===== src/rtl/mbp_pkg.sv =====
package mbp_pkg;

   typedef enum logic [1:0] {
      PICK_FREE = 2'd0,
      PICK_DONE = 2'd1,
      PICK_SCAN = 2'd2,
      PICK_NONE = 2'd3
   } pick_e;

endpackage


===== src/rtl/mbp_qualify.sv =====
module mbp_qualify #(
   parameter int NUM_MB = 32,
   parameter int IDX_W  = 7
) (
   input  logic [NUM_MB-1:0] mb_inactive,
   input  logic [NUM_MB-1:0] mb_tx_active,
   input  logic              busy_valid,
   input  logic [IDX_W-1:0]  busy_idx,
   output logic [NUM_MB-1:0] free_vec,
   output logic [NUM_MB-1:0] pend_vec
);

   logic [NUM_MB-1:0] excl;

   for (genvar g = 0; g < NUM_MB; g++) begin : g_mask
      assign excl[g]     = busy_valid && (busy_idx == IDX_W'(g));
      assign free_vec[g] = mb_inactive[g] && !excl[g];
      assign pend_vec[g] = mb_tx_active[g] && !excl[g];
   end

endmodule


===== src/rtl/mbp_edge_find.sv =====
module mbp_edge_find #(
   parameter int NUM_MB   = 32,
   parameter int IDX_W    = 7,
   parameter bit FROM_TOP = 1'b0
) (
   input  logic [NUM_MB-1:0] vec,
   output logic              found,
   output logic [IDX_W-1:0]  idx
);

   assign found = |vec;

   if (FROM_TOP) begin : g_high
      always_comb begin
         idx = '0;
         for (int i = 0; i < NUM_MB; i++) begin
            if (vec[i]) idx = IDX_W'(i);
         end
      end
   end else begin : g_low
      always_comb begin
         idx = '0;
         for (int i = NUM_MB - 1; i >= 0; i--) begin
            if (vec[i]) idx = IDX_W'(i);
         end
      end
   end

endmodule


===== src/rtl/mbp_max_tree.sv =====
module mbp_max_tree #(
   parameter int NUM_MB = 32,
   parameter int ARB_W  = 32,
   parameter int IDX_W  = 7
) (
   input  logic [NUM_MB-1:0]       cand,
   input  logic [NUM_MB*ARB_W-1:0] arb,
   output logic                    found,
   output logic [IDX_W-1:0]        idx
);

   localparam int LVL   = (NUM_MB > 1) ? $clog2(NUM_MB) : 1;
   localparam int LEAF  = 1 << LVL;
   localparam int NODES = 2 * LEAF - 1;

   logic [ARB_W-1:0] n_val [NODES];
   logic [IDX_W-1:0] n_idx [NODES];
   logic             n_ok  [NODES];

   for (genvar l = 0; l < LEAF; l++) begin : g_leaf
      if (l < NUM_MB) begin : g_real
         assign n_val[LEAF-1+l] = arb[l*ARB_W +: ARB_W];
         assign n_idx[LEAF-1+l] = IDX_W'(l);
         assign n_ok[LEAF-1+l]  = cand[l];
      end else begin : g_pad
         assign n_val[LEAF-1+l] = '0;
         assign n_idx[LEAF-1+l] = '0;
         assign n_ok[LEAF-1+l]  = 1'b0;
      end
   end

   for (genvar n = 0; n < LEAF - 1; n++) begin : g_node
      logic take_left;
      assign take_left = n_ok[2*n+1] &&
                         (!n_ok[2*n+2] || (n_val[2*n+1] >= n_val[2*n+2]));
      assign n_val[n] = take_left ? n_val[2*n+1] : n_val[2*n+2];
      assign n_idx[n] = take_left ? n_idx[2*n+1] : n_idx[2*n+2];
      assign n_ok[n]  = n_ok[2*n+1] || n_ok[2*n+2];
   end

   assign found = n_ok[0];
   assign idx   = n_idx[0];

endmodule


===== src/rtl/tx_mb_tracker.sv =====
module tx_mb_tracker
   import mbp_pkg::*;
#(
   parameter int NUM_MB = 32,
   parameter int ARB_W  = 32,
   parameter int IDX_W  = 7
) (
   input  logic                    clk,
   input  logic                    rst_n,
   input  logic                    order_by_num,
   input  logic [NUM_MB-1:0]       mb_inactive,
   input  logic [NUM_MB-1:0]       mb_tx_active,
   input  logic [NUM_MB*ARB_W-1:0] mb_arb,
   input  logic                    busy_valid,
   input  logic [IDX_W-1:0]        busy_idx,
   input  logic                    tx_done,
   input  logic [IDX_W-1:0]        tx_done_idx,
   output logic [IDX_W-1:0]        sel_idx,
   output logic                    free_flag,
   output logic                    valid_flag
);

   if (NUM_MB < 2) begin : g_chk_num
      $error("tx_mb_tracker: NUM_MB must be at least 2");
   end
   if (IDX_W < $clog2(NUM_MB)) begin : g_chk_idx
      $error("tx_mb_tracker: IDX_W too narrow for NUM_MB");
   end
   if (ARB_W < 1) begin : g_chk_arb
      $error("tx_mb_tracker: ARB_W must be positive");
   end

   logic [NUM_MB-1:0] free_vec, pend_vec;
   logic              free_any, hi_any, max_any;
   logic [IDX_W-1:0]  free_idx, hi_idx, max_idx;
   logic              scan_any;
   logic [IDX_W-1:0]  scan_idx;
   pick_e             pick;
   logic [IDX_W-1:0]  nxt_idx;

   mbp_qualify #(.NUM_MB(NUM_MB), .IDX_W(IDX_W)) u_qual (
      .mb_inactive (mb_inactive),
      .mb_tx_active(mb_tx_active),
      .busy_valid  (busy_valid),
      .busy_idx    (busy_idx),
      .free_vec    (free_vec),
      .pend_vec    (pend_vec)
   );

   mbp_edge_find #(.NUM_MB(NUM_MB), .IDX_W(IDX_W), .FROM_TOP(1'b0)) u_low (
      .vec  (free_vec),
      .found(free_any),
      .idx  (free_idx)
   );

   mbp_edge_find #(.NUM_MB(NUM_MB), .IDX_W(IDX_W), .FROM_TOP(1'b1)) u_high (
      .vec  (pend_vec),
      .found(hi_any),
      .idx  (hi_idx)
   );

   mbp_max_tree #(.NUM_MB(NUM_MB), .ARB_W(ARB_W), .IDX_W(IDX_W)) u_tree (
      .cand (pend_vec),
      .arb  (mb_arb),
      .found(max_any),
      .idx  (max_idx)
   );

   always_comb begin
      scan_any = order_by_num ? hi_any : max_any;
      scan_idx = order_by_num ? hi_idx : max_idx;
   end

   always_comb begin
      if (free_any)      pick = PICK_FREE;
      else if (tx_done)  pick = PICK_DONE;
      else if (scan_any) pick = PICK_SCAN;
      else               pick = PICK_NONE;
   end

   always_comb begin
      unique case (pick)
         PICK_FREE: nxt_idx = free_idx;
         PICK_DONE: nxt_idx = tx_done_idx;
         PICK_SCAN: nxt_idx = scan_idx;
         default:   nxt_idx = sel_idx;
      endcase
   end

   always_ff @(posedge clk) begin
      if (!rst_n) begin
         sel_idx    <= '0;
         free_flag  <= 1'b0;
         valid_flag <= 1'b0;
      end else begin
         sel_idx    <= nxt_idx;
         free_flag  <= free_any;
         valid_flag <= (pick != PICK_NONE);
      end
   end

endmodule


===== config.mk =====
export PLATFORM = sky130hd
export DESIGN_NAME = tx_mb_tracker
export DESIGN_NICKNAME = d
export VERILOG_FILES = /design/src/rtl/mbp_pkg.sv /design/src/rtl/mbp_qualify.sv /design/src/rtl/mbp_edge_find.sv /design/src/rtl/mbp_max_tree.sv /design/src/rtl/tx_mb_tracker.sv
export SDC_FILE = /design/constraint.sdc
export NUM_CORES = 2
export LEC_CHECK = 0
export CORE_AREA = 10 10 424 426
export DETAILED_ROUTE_END_ITERATION = 6
export DIE_AREA = 0 0 434 436
export GPL_ROUTABILITY_DRIVEN = 1
export PLACE_DENSITY = 0.51
export SYNTH_ARGS = -nofsm -noshare
export SYNTH_HDL_FRONTEND = slang
export SYNTH_SLANG_ARGS = --single-unit
export TNS_END_PERCENT = 100

===== constraint.sdc =====
create_clock -name clk -period 34.1 [get_ports clk]
set_input_delay 5.115 -clock clk [delete_from_list [all_inputs] [get_ports clk]]
set_output_delay 5.115 -clock clk [all_outputs]
set_load 0.005 [all_outputs]

==> flow_metrics.tcl <==
set metrics [dict create \
    outcome "finished, final reports clean" \
    gr-total-overflow 0 \
    critPathKind "in2reg" \
    yosysSeqAreaShare_pct 0.467 \
    via_count 42494 \
    final.setup.tns_ps 0 \
    max_cap_viol_count 0 \
    critPathBufInv 8 \
    ys_ff_latch 9 \
    swShare_pct 58.0 \
    crit_required_ps 34250 \
    p_int_w 0.000782 \
    postCtsSetupBuffers 0 \
    relSlewSlack_pct 19.5 \
    synthTopCellsByArea "ha_1 32%, mux2i_1 16%, inv_1 8.1%, mux2_2 5.3%, a21oi_1 4.3%" \
    area_delta_synth_final_pct 36.0 \
    final_area_um2 52500 \
    min_to "sel_idx[4]$_SDFFE_PN0P_" \
    slew_viol_final 0 \
    rsz0062_at_grt "no" \
    r2r_setup_slack_ps 32920 \
    final_hold_viol_count 0 \
    routed_wl_mm 233 \
    yosys_warnings 0 \
    grt_pass1_wl_mm 318 \
    synthFlopType "dfxtp_1" \
    crit_path_start "mb_arb[53]" \
    syn_area_um2 38600 \
    nNetsFinal 8193 \
    initial_core_util_pct 22.6 \
    power_density_nw_per_um2 35.5 \
    end_kind "flip-flop" \
    worst_slew_pin_slew_ps 1200 \
    postCtsHoldBufs 0 \
    drc 0 \
    synth_top_area_share_pct 32.3 \
    die_w_um 434 \
    place_area_um2 52300 \
    path_common_cell "ha_1" \
    viasPerCell 5.08 \
    h-tree-depth 1 \
    setup_viol 0 \
    final_cells 8361 \
    gp_congestion 0.959 \
    rows 152 \
    die-area_um2 189000 \
    grt_pass1_vias 43160 \
    grt_max_degree 69 \
    avgRoutedWirePerCell_um 27.8 \
    cp_slowest_cell "or4b_2" \
    crit_family "compound AO/OA/AOI/OAI gates" \
    cts_tree "done" \
    pwr-share-seq_pct 0.6 \
    fin_crit_ps 19940 \
    cts.sinks 9 \
    worstPathArrival_ps 20090 \
    synth_edf_count 0 \
    cts_buffer_depth 2 \
    final_antenna_net_count 0 \
    hp-start "sel_idx[4]$_SDFFE_PN0P_" \
    slowest_delay_ps 720 \
    cts_root_buffer "clkbuf_16" \
    p_comb_share_pct 98.1 \
    fin_skew_ps 0 \
    syn_avg_cell_area_um2 7.60 \
    synth_nets 7181 \
    cts_inserted_buffers 3 \
    dp.cells 8319 \
    fmax_mhz 50.2 \
    syn_inst 5079 \
    firstDrtPassIters 6 \
    dp_hpwl_mm 214 \
    r2r_start "sel_idx[0]$_SDFFE_PN0P_" \
    worst_setup_path_start_kind "input port" \
    finalHoldWorstSlack_ps 480 \
    cts.repair.resized 0 \
    insertion_delay_ps 260 \
    mostFrequentLayoutCells "1113 x clkdlybuf4s50_1, 995 x ha_1, 829 x inv_1" \
    grtUsageTotal_pct 23.2 \
    synth_cell_types 102 \
    fin_crit_sh_pct 58.5 \
    crit_path_max_fanout 68 \
    layout_commonest_cell "clkdlybuf4s50_1" \
    switchingPower_w 0.00108 \
    die_h_um 436 \
    worst_slack_ps 14160 \
    drt-initial-drc-count 2429 \
    reg2reg_to "sel_idx[0]$_SDFFE_PN0P_" \
    clk_pin_slew_ps 50 \
    synth.largest_area_cell "ha_1" \
    drive_gt1_share_pct 5.75 \
    core-area_um2 171000 \
    whs_path_depth 2 \
    hold_path.class "reg2reg" \
    pwr-share-clk_pct 1.3 \
    pin_count 1116 \
    synthArstFlopShare_pct 0 \
    io_buffers 1115 \
    p_leak_nw 25.7 \
    antenna_found_initial 96 \
    ir_worst_vdd_mv 0.0353 \
    reg2reg_depth 3 \
    nFillCells 18320 \
    place_worst_setup_slack_ps 14070 \
]
worst register-to-register path, stage by stage, from the launching register on:
cell and delay (ps):
dfxtp_1 310, o21ai_0 320, o21ba_2 230, a41o_1 200
power by group through the flow:
stage | logic, W | clock network [W] | registers [W]
2_1_floorplan | 0.00111 | 0 | 0.0000111
3_3_place_gp | 0.00178 | 0 | 0.0000111
3_5_place_dp | 0.00181 | 0 | 0.0000111
4_1_cts | 0.00182 | 0.0000264 | 0.0000109
5_1_grt | 0.00199 | 0.0000257 | 0.0000109
6_report | 0.00183 | 0.0000245 | 0.0000109
layout make-up:
cell class / instances / area (µm²) / area share [%]
Antenna cell: 38 / 95.1 / 0.181
Clock buffer: 3 / 75.1 / 0.143
Clock inverter: 1 / 5.00 / 0.00954
Inverter: 831 / 3120 / 5.94
Multi-Input combinational cell: 4084 / 34700 / 66.1
Sequential cell: 9 / 180 / 0.343
Tap cell: 2233 / 2790 / 5.32
Timing Repair Buffer: 1162 / 11500 / 21.9
state kept, by name (all words and copies together), names as in the netlist:
register	flops
free_flag	1
sel_idx	7
valid_flag	1
layer usage:
layer | vias up | wire, µm | global-route usage (%)
li1 | 20683 | - | -
met1 | 20068 | 84900 | 24.1
met2 | 1418 | 126000 | 45.7
met3 | 299 | 12300 | 3.34
met4 | 26 | 9910 | 9.28
met5 | - | 165 | 0
logic make-up (layout without fill, tap and decap cells):
kind of cell | Yosys count | count (layout) | synth area share [%]
mux | 799 | 799 | 21.4
simple gates | 1025 | 1025 | 13.2
other cells | 0 | 38 | 0
compound gates | 1265 | 1265 | 22.5
buf+inv | 986 | 1997 | 10.2
fa+ha+maj | 995 | 995 | 32.3
flops | 9 | 9 | 0.467
stage by stage:
step / power [W] / util [%]
2_1_floorplan: 0.00113 / -
3_3_place_gp: 0.00180 / 30.6
3_5_place_dp: 0.00182 / 30.6
4_1_cts: 0.00186 / 30.6
5_1_grt: 0.00203 / 30.7
6_report: 0.00186 / 30.7
cells in the mapped netlist, types with 13 or more instances:
cell and instances:
a21boi_0 34, buf_4 24, a211oi_1 67, buf_2 53, a21oi_1 335, inv_1 829
a31oi_1 41, a32oi_1 32, o41ai_2 27, o31ai_1 13, o22ai_1 14, mux2_1 16
and2_1 40, and4_1 16, nand3_1 66, a211o_1 14, a221oi_1 18, mux2i_1 602
o21ai_0 236, o21a_1 40, nor2_1 263, clkbuf_1 60, mux2_2 181, a21o_1 144
nand2b_1 35, nor4_1 21, nand4_1 135, ha_1 995, nor2b_1 46, o211ai_1 44
a2111oi_0 24, or2_2 31, nor3_1 46, o22a_1 37, nand2_1 262
worst max path at each step:
stage | to | slack (ps) | depth (start not counted)
2_1_floorplan | sel_idx[0]$_SDFFE_PN0P_ | 17900 | 50
3_3_place_gp | sel_idx[0]$_SDFFE_PN0P_ | 14150 | 51
3_5_place_dp | sel_idx[0]$_SDFFE_PN0P_ | 14070 | 51
4_1_cts | sel_idx[0]$_SDFFE_PN0P_ | 14300 | 51
5_1_grt | sel_idx[0]$_SDFFE_PN0P_ | 13300 | 51
6_report | sel_idx[0]$_SDFFE_PN0P_ | 14160 | 51
Note: power is estimated with default switching activity, not from simulation.
